==> src/rtl/tap_regs_pkg.sv <==
package tap_regs_pkg;
  localparam int unsigned ADDR_W = 3;
  localparam int unsigned BYTE_W = 8;

  typedef enum logic [ADDR_W-1:0] {
    SLOT_0 = 3'd0,
    SLOT_1 = 3'd1,
    SLOT_2 = 3'd2,
    SLOT_3 = 3'd3,
    SLOT_4 = 3'd4,
    SLOT_MA = 3'd5,
    SLOT_MB = 3'd6,
    SLOT_MC = 3'd7
  } slot_e;

  // command bit positions inside mode C (read back by the host)
  localparam int unsigned CMD_STEP = 0;
  localparam int unsigned CMD_SRST = 1;
  localparam int unsigned CMD_UPD = 2;
  localparam int unsigned CMD_N = 3;
endpackage

==> src/rtl/tap_regs_cmd.sv <==
module tap_regs_cmd
  import tap_regs_pkg::*;
(
  input  logic              clk,
  input  logic              rst_n,
  input  logic              wr_mc,
  input  logic [BYTE_W-1:0] wdata,
  output logic              step_q,
  output logic              srst_q,
  output logic              upd_q,
  output logic [BYTE_W-1:0] mc_read
);
  localparam int unsigned HI_W = BYTE_W - CMD_N;

  logic [HI_W-1:0] mc_hi;

  always_ff @(posedge clk or negedge rst_n) begin
    if (!rst_n) begin
      mc_hi  <= '0;
      step_q <= 1'b0;
      srst_q <= 1'b0;
      upd_q  <= 1'b0;
    end else if (wr_mc) begin
      mc_hi  <= wdata[BYTE_W-1:CMD_N];
      srst_q <= wdata[CMD_SRST];
      step_q <= wdata[CMD_STEP] & ~wdata[CMD_SRST];
      upd_q  <= wdata[CMD_UPD] & ~wdata[CMD_SRST];
    end else begin
      step_q <= 1'b0;
      srst_q <= 1'b0;
      upd_q  <= 1'b0;
    end
  end

  always_comb begin
    mc_read = {mc_hi, {CMD_N{1'b0}}};
    mc_read[CMD_SRST] = srst_q;
    mc_read[CMD_STEP] = step_q;
  end
endmodule

==> src/rtl/tap_regs_counter.sv <==
module tap_regs_counter
  import tap_regs_pkg::*;
#(
  parameter int unsigned CNT_W = 32
) (
  input  logic              clk,
  input  logic              rst_n,
  input  logic              clr,
  input  logic              wr_lane,
  input  logic [BYTE_W-1:0] wdata,
  input  logic              inc,
  output logic [CNT_W-1:0]  count,
  output logic [$clog2(CNT_W/BYTE_W)-1:0] ptr
);
  localparam int unsigned LANES = CNT_W / BYTE_W;
  localparam int unsigned PTR_W = $clog2(LANES);
  localparam logic [PTR_W-1:0] PTR_LAST = PTR_W'(LANES - 1);

  logic [CNT_W-1:0] written;
  logic [CNT_W-1:0] count_d;
  logic [PTR_W-1:0] ptr_d;

  for (genvar g = 0; g < LANES; g++) begin : g_lane
    assign written[g*BYTE_W +: BYTE_W] =
      (ptr == PTR_W'(g)) ? wdata : count[g*BYTE_W +: BYTE_W];
  end

  always_comb begin
    count_d = count;
    ptr_d   = ptr;
    if (clr) begin
      count_d = '0;
      ptr_d   = '0;
    end else if (wr_lane) begin
      count_d = written;
      ptr_d   = (ptr == PTR_LAST) ? '0 : ptr + 1'b1;
    end else if (inc) begin
      count_d = count + 1'b1;
    end
  end

  always_ff @(posedge clk or negedge rst_n) begin
    if (!rst_n) begin
      count <= '0;
      ptr   <= '0;
    end else begin
      count <= count_d;
      ptr   <= ptr_d;
    end
  end
endmodule

==> src/rtl/tap_host_regs.sv <==
module tap_host_regs
  import tap_regs_pkg::*;
#(
  parameter int unsigned CNT_W = 32
) (
  input  logic              clk,
  input  logic              rst_n,
  input  logic              acc,
  input  logic              rnw,
  input  logic [ADDR_W-1:0] addr,
  input  logic [BYTE_W-1:0] wdata,
  output logic [BYTE_W-1:0] rdata,
  input  logic              cnt_tick,
  output logic              tck_pulse,
  output logic              upd_pulse,
  output logic [BYTE_W-1:0] tdo_buf,
  output logic [BYTE_W-1:0] tms0_buf,
  output logic [BYTE_W-1:0] tms1_buf
);
  localparam int unsigned LANES = CNT_W / BYTE_W;
  localparam int unsigned PTR_W = $clog2(LANES);

  logic              wr;
  logic              step_q, srst_q, upd_q;
  logic [BYTE_W-1:0] mc_read;
  logic [BYTE_W-1:0] tdi_buf, mode_a, mode_b;
  logic [CNT_W-1:0]  count, snap;
  logic [PTR_W-1:0]  ptr;
  logic              count_en;

  assign wr = acc & ~rnw;
  assign count_en = mode_a[0] & ~srst_q;
  assign tck_pulse = cnt_tick & count_en;
  assign upd_pulse = upd_q;

  tap_regs_cmd u_cmd (
    .clk    (clk),
    .rst_n  (rst_n),
    .wr_mc  (wr && addr == SLOT_MC),
    .wdata  (wdata),
    .step_q (step_q),
    .srst_q (srst_q),
    .upd_q  (upd_q),
    .mc_read(mc_read)
  );

  tap_regs_counter #(.CNT_W(CNT_W)) u_cnt (
    .clk    (clk),
    .rst_n  (rst_n),
    .clr    (srst_q),
    .wr_lane(wr && addr == SLOT_4),
    .wdata  (wdata),
    .inc    (step_q | (cnt_tick & count_en)),
    .count  (count),
    .ptr    (ptr)
  );

  // host bank: survives soft reset
  always_ff @(posedge clk or negedge rst_n) begin
    if (!rst_n) begin
      mode_a <= '0;
      mode_b <= '0;
    end else if (wr) begin
      if (addr == SLOT_MA) mode_a <= wdata;
      if (addr == SLOT_MB) mode_b <= wdata;
    end
  end

  // scan-side buffers and readback: cleared by soft reset
  always_ff @(posedge clk or negedge rst_n) begin
    if (!rst_n) begin
      tdo_buf  <= '0;
      tdi_buf  <= '0;
      tms0_buf <= '0;
      tms1_buf <= '0;
      snap     <= '0;
    end else if (srst_q) begin
      tdo_buf  <= '0;
      tdi_buf  <= '0;
      tms0_buf <= '0;
      tms1_buf <= '0;
      snap     <= '0;
    end else begin
      if (upd_q) snap <= count;
      if (wr) begin
        case (addr)
          SLOT_0:  tdo_buf  <= wdata;
          SLOT_1:  tdi_buf  <= wdata;
          SLOT_2:  tms0_buf <= wdata;
          SLOT_3:  tms1_buf <= wdata;
          default: ;
        endcase
      end
    end
  end

  always_comb begin
    case (addr)
      SLOT_0:  rdata = snap[1*BYTE_W +: BYTE_W];
      SLOT_1:  rdata = tdi_buf;
      SLOT_2:  rdata = snap[2*BYTE_W +: BYTE_W];
      SLOT_3:  rdata = snap[3*BYTE_W +: BYTE_W];
      SLOT_4:  rdata = snap[0 +: BYTE_W];
      SLOT_MA: rdata = mode_a;
      SLOT_MB: rdata = mode_b;
      default: rdata = mc_read;
    endcase
  end
endmodule

==> config.mk <==
export PLATFORM = sky130hd
export DESIGN_NAME = tap_host_regs
export DESIGN_NICKNAME = d
export VERILOG_FILES = /design/src/rtl/tap_regs_pkg.sv /design/src/rtl/tap_regs_cmd.sv /design/src/rtl/tap_regs_counter.sv /design/src/rtl/tap_host_regs.sv
export SDC_FILE = /design/constraint.sdc
export NUM_CORES = 1
export LEC_CHECK = 0
export ABC_CLOCK_PERIOD_IN_PS = 4100
export CAP_MARGIN = 30
export CORE_ASPECT_RATIO = 0.6
export CORE_MARGIN = 5
export CORE_UTILIZATION = 35
export DETAILED_ROUTE_END_ITERATION = 10
export DONT_BUFFER_PORTS = 1
export GPL_ROUTABILITY_DRIVEN = 0
export PLACE_DENSITY = 0.47
export SYNTH_ARGS = -nofsm -noshare
export SYNTH_HDL_FRONTEND = slang
export SYNTH_HIERARCHICAL = 1
export SYNTH_SLANG_ARGS = --single-unit
export TNS_END_PERCENT = 20
==> constraint.sdc <==
create_clock -name clk -period 4.1 [get_ports clk]
set_clock_uncertainty 0.15 [all_clocks]
set_input_delay 0.41 -clock clk [delete_from_list [all_inputs] [get_ports clk]]
set_output_delay 0.41 -clock clk [all_outputs]
set_load 0.005 [all_outputs]
==> flow_summary.yaml <==
critical_path:
  worstSetupPathDepth: 7
  reg2reg_to: "u_cnt/count[20]"
  slowest_stage: "nand3_1"
  arrival_ps: 3090
  critPathLaunchType: "primary input"
  cp_slowest_stage_delay_ps: 490
  path_buf_inv: 1
  critical_path.top_delay_family: "simple AND/OR/NAND/NOR gates"
  path_cells: "and2b_1 -> and2_1 -> buf_4 -> nand2b_1 -> nand3_1 -> and4_1 -> a311oi_1"
  critPathRequiredTime_ps: 4270
  r2r_cells: 7
  critPathKind: "primary input to register"
  crit_path_end_kind: "register"
  crit_fanout: 40
  r2r-start: "mode_a[0]"
  regToRegSetupSlack_ps: 1450
layout:
  final_common_cell: "dfrtp_1"
  nets: 658
  syn2layout_area_growth_pct: 12.7
  final_core_util_pct: 39.7
  num_antenna_cells: 0
  final-instance-count-excl-fill: 896
  drive_gt1_share_pct: 14.2
  final_cell_mix: "dfrtp_1 (120), nor2_1 (74), mux2i_1 (59)"
synthesis:
  synth-async-reset-ratio_pct: 100
  synth.distinct_cells: 69
  synthesis.nets: 670
  netlist_area_um2: 6640
  syn_area_per_cell_um2: 10.2
  syn_inst: 649
  ys_seq_elements: 122
  ys_seq_area_share_pct: 46.0
  synth-warning-count: 6
  synth_edf_count: 0
  synth_ff_type: "dfrtp_1"
worst_hold_path:
  hold_path_startpoint: "wdata[2]"
  hold_depth: 2
  hp-class: "primary input to register"
  min_to: "tms1_buf[2]"
floorplan:
  design.core.area_um2: 18800
  die_h_um: 117
  start_util_pct: 35.3
  rows: 39
  io_pins: 50
  die_area_um2: 21900
  die_w_um: 188
placement:
  dp.cells: 853
  pre_cts_slack_ps: 863
  place.detailed.hpwl_um: 15300
  place.port_buffers: 0
timing:
  rsz0062_at_grt: "no"
  final.setup.tns_ps: 0
  max_freq_ghz: 0.344
  period_needed_ps: 2910
  final.setup.worst_slack_ps: 1190
  hold_viol_final: 0
  max_slew_margin_pct: 31.7
  slew_viol_final: 0
  post-route-period-util_pct: 71.0
  worstMarginPinSlew_ps: 1020
  setup_viol: 0
global_routing:
  grt_start_max_net_pins: 123
  antenna_found_initial: 0
  overflow: 0
  gr-usage-all-layers_pct: 20.7
  grt_pass1_vias: 5149
  grt_pass1_wl_um: 34000
drt:
  drc: 0
  wl_um: 22300
  num_vias: 5470
  ant_nets: 0
  routed_via_density: 6.10
  drt_pass1_iterations: 5
  wl_per_cell_um: 24.9
  drt_iter0_markers: 696
clocking:
  ctsHtreeMaxLevel: 4
  cts.sinks: 122
  numCtsBuffers: 17
  cts_tree: "built"
  worstSkewPairLatency_ps: 420
  root_buffer: "clkbuf_16"
  cts_buffer_depth: 2
  path_clk_slew_ps: 60
power:
  peakVddDrop_mv: 0.308
  powerDensity_nw_per_um2: 493
  leakage_nw: 3.05
  finalPower_mw: 3.69
outcome:
  run_status: "complete, no violations"
flow_run:
  drv_cap: 0
==> worst max-delay path by stage <==
stage / from / slack [ps] / end
2_1_floorplan: addr[1] / 1560 / u_cnt/count[5]
3_3_place_gp: addr[1] / 1000 / u_cnt/count[20]
3_5_place_dp: addr[0] / 860 / u_cnt/count[20]
4_1_cts: addr[0] / 1310 / u_cnt/count[20]
5_1_grt: addr[0] / 1050 / u_cnt/count[20]
6_report: addr[0] / 1190 / u_cnt/count[20]
==> logic make-up after synthesis <==
| group | after synthesis | synth area share [%] |
|---|---|---|
| and+or+nand+nor | 224 | 18.2 |
| buffers and inverters | 57 | 4.58 |
| other | 1 | 0.0565 |
| adders and majority gates | 5 | 0.942 |
| DFF | 122 | 46.0 |
| muxes | 83 | 13.2 |
| AOI/OAI and AO/OA | 157 | 17.0 |
==> sequential cells by signal, indices dropped and copies added, names as in the netlist <==
name          flops
mode_b            8
tdi_buf           8
tms1_buf          8
u_cnt/ptr         2
mode_a            8
u_cmd/step_q      1
tms0_buf          8
tdo_buf           8
snap             32
u_cmd/srst_q      1
u_cmd/upd_q       1
u_cnt/count      32
u_cmd/mc_hi       5
==> synth_stat cells (6+ instances only) <==
library cell	count	area, um2
dfrtp_1	122	3050
a32oi_1	6	52.6
a31oi_1	14	87.6
mux2i_1	59	591
o22a_1	8	70.1
nor3_1	7	35.0
buf_4	8	60.1
o31a_1	7	61.3
nand2_1	39	146
mux2_2	19	214
nand4_1	6	37.5
a211oi_1	6	45.0
nor2b_1	8	50.1
a311oi_1	12	105
clkbuf_1	14	52.6
a221oi_1	13	114
and3_1	13	81.3
buf_2	18	90.1
o21a_1	9	67.6
inv_1	6	22.5
o21ai_0	12	60.1
nor2_1	74	278
a21oi_1	35	175
o211ai_1	7	52.6
and2_1	6	37.5
nand3_1	33	165
==> power breakdown <==
part | switching (mW) | internal (mW) | leakage, nW
Clock | 0.596 | 0.973 | 0.281
Combinational | 0.269 | 0.224 | 1.16
Sequential | 0.239 | 1.39 | 1.61
==> through the flow <==
step / hold slack (ps) / instance area, um2
after floorplan: -35.6 / 6640
after global placement: -33.0 / 6740
after detailed placement: -33.5 / 6740
after CTS: 0.654 / 7460
after global routing: 13.3 / 7480
final: 16.9 / 7480
==> worst reg2reg max path, cell delays in order, from the launching register on <==
cell and delay, ps:
dfrtp_1 440, nand2_1 100, nor2_1 70, or2_2 350, nand2b_1 260, nand3_1 490, and4_1 450, a311oi_1 260
==> area by class of cell <==
class / count / area [um2]
Clock buffer: 18 / 439
Clock inverter: 14 / 171
Fill cell: 1821 / 11400
Inverter: 8 / 30.0
Multi-Input combinational cell: 470 / 3290
Sequential cell: 122 / 3060
Tap cell: 246 / 308
Timing Repair Buffer: 18 / 190
==> timing repair <==
item                      in CTS  in global routing
resized for setup              0                  0
hold buffers                  10                  0
hold endpoints to repair     171                  0
buffers inserted               0                  0
==> layer usage <==
layer,wire [um],part of all wire (%),GRT usage [%]
met1,11500,51,33.3
met2,8640,39,26.8
met3,2050,9.2,5.76
met4,155,0.69,4.64
met5,0,0,0
(Power assumes the default switching activity.)
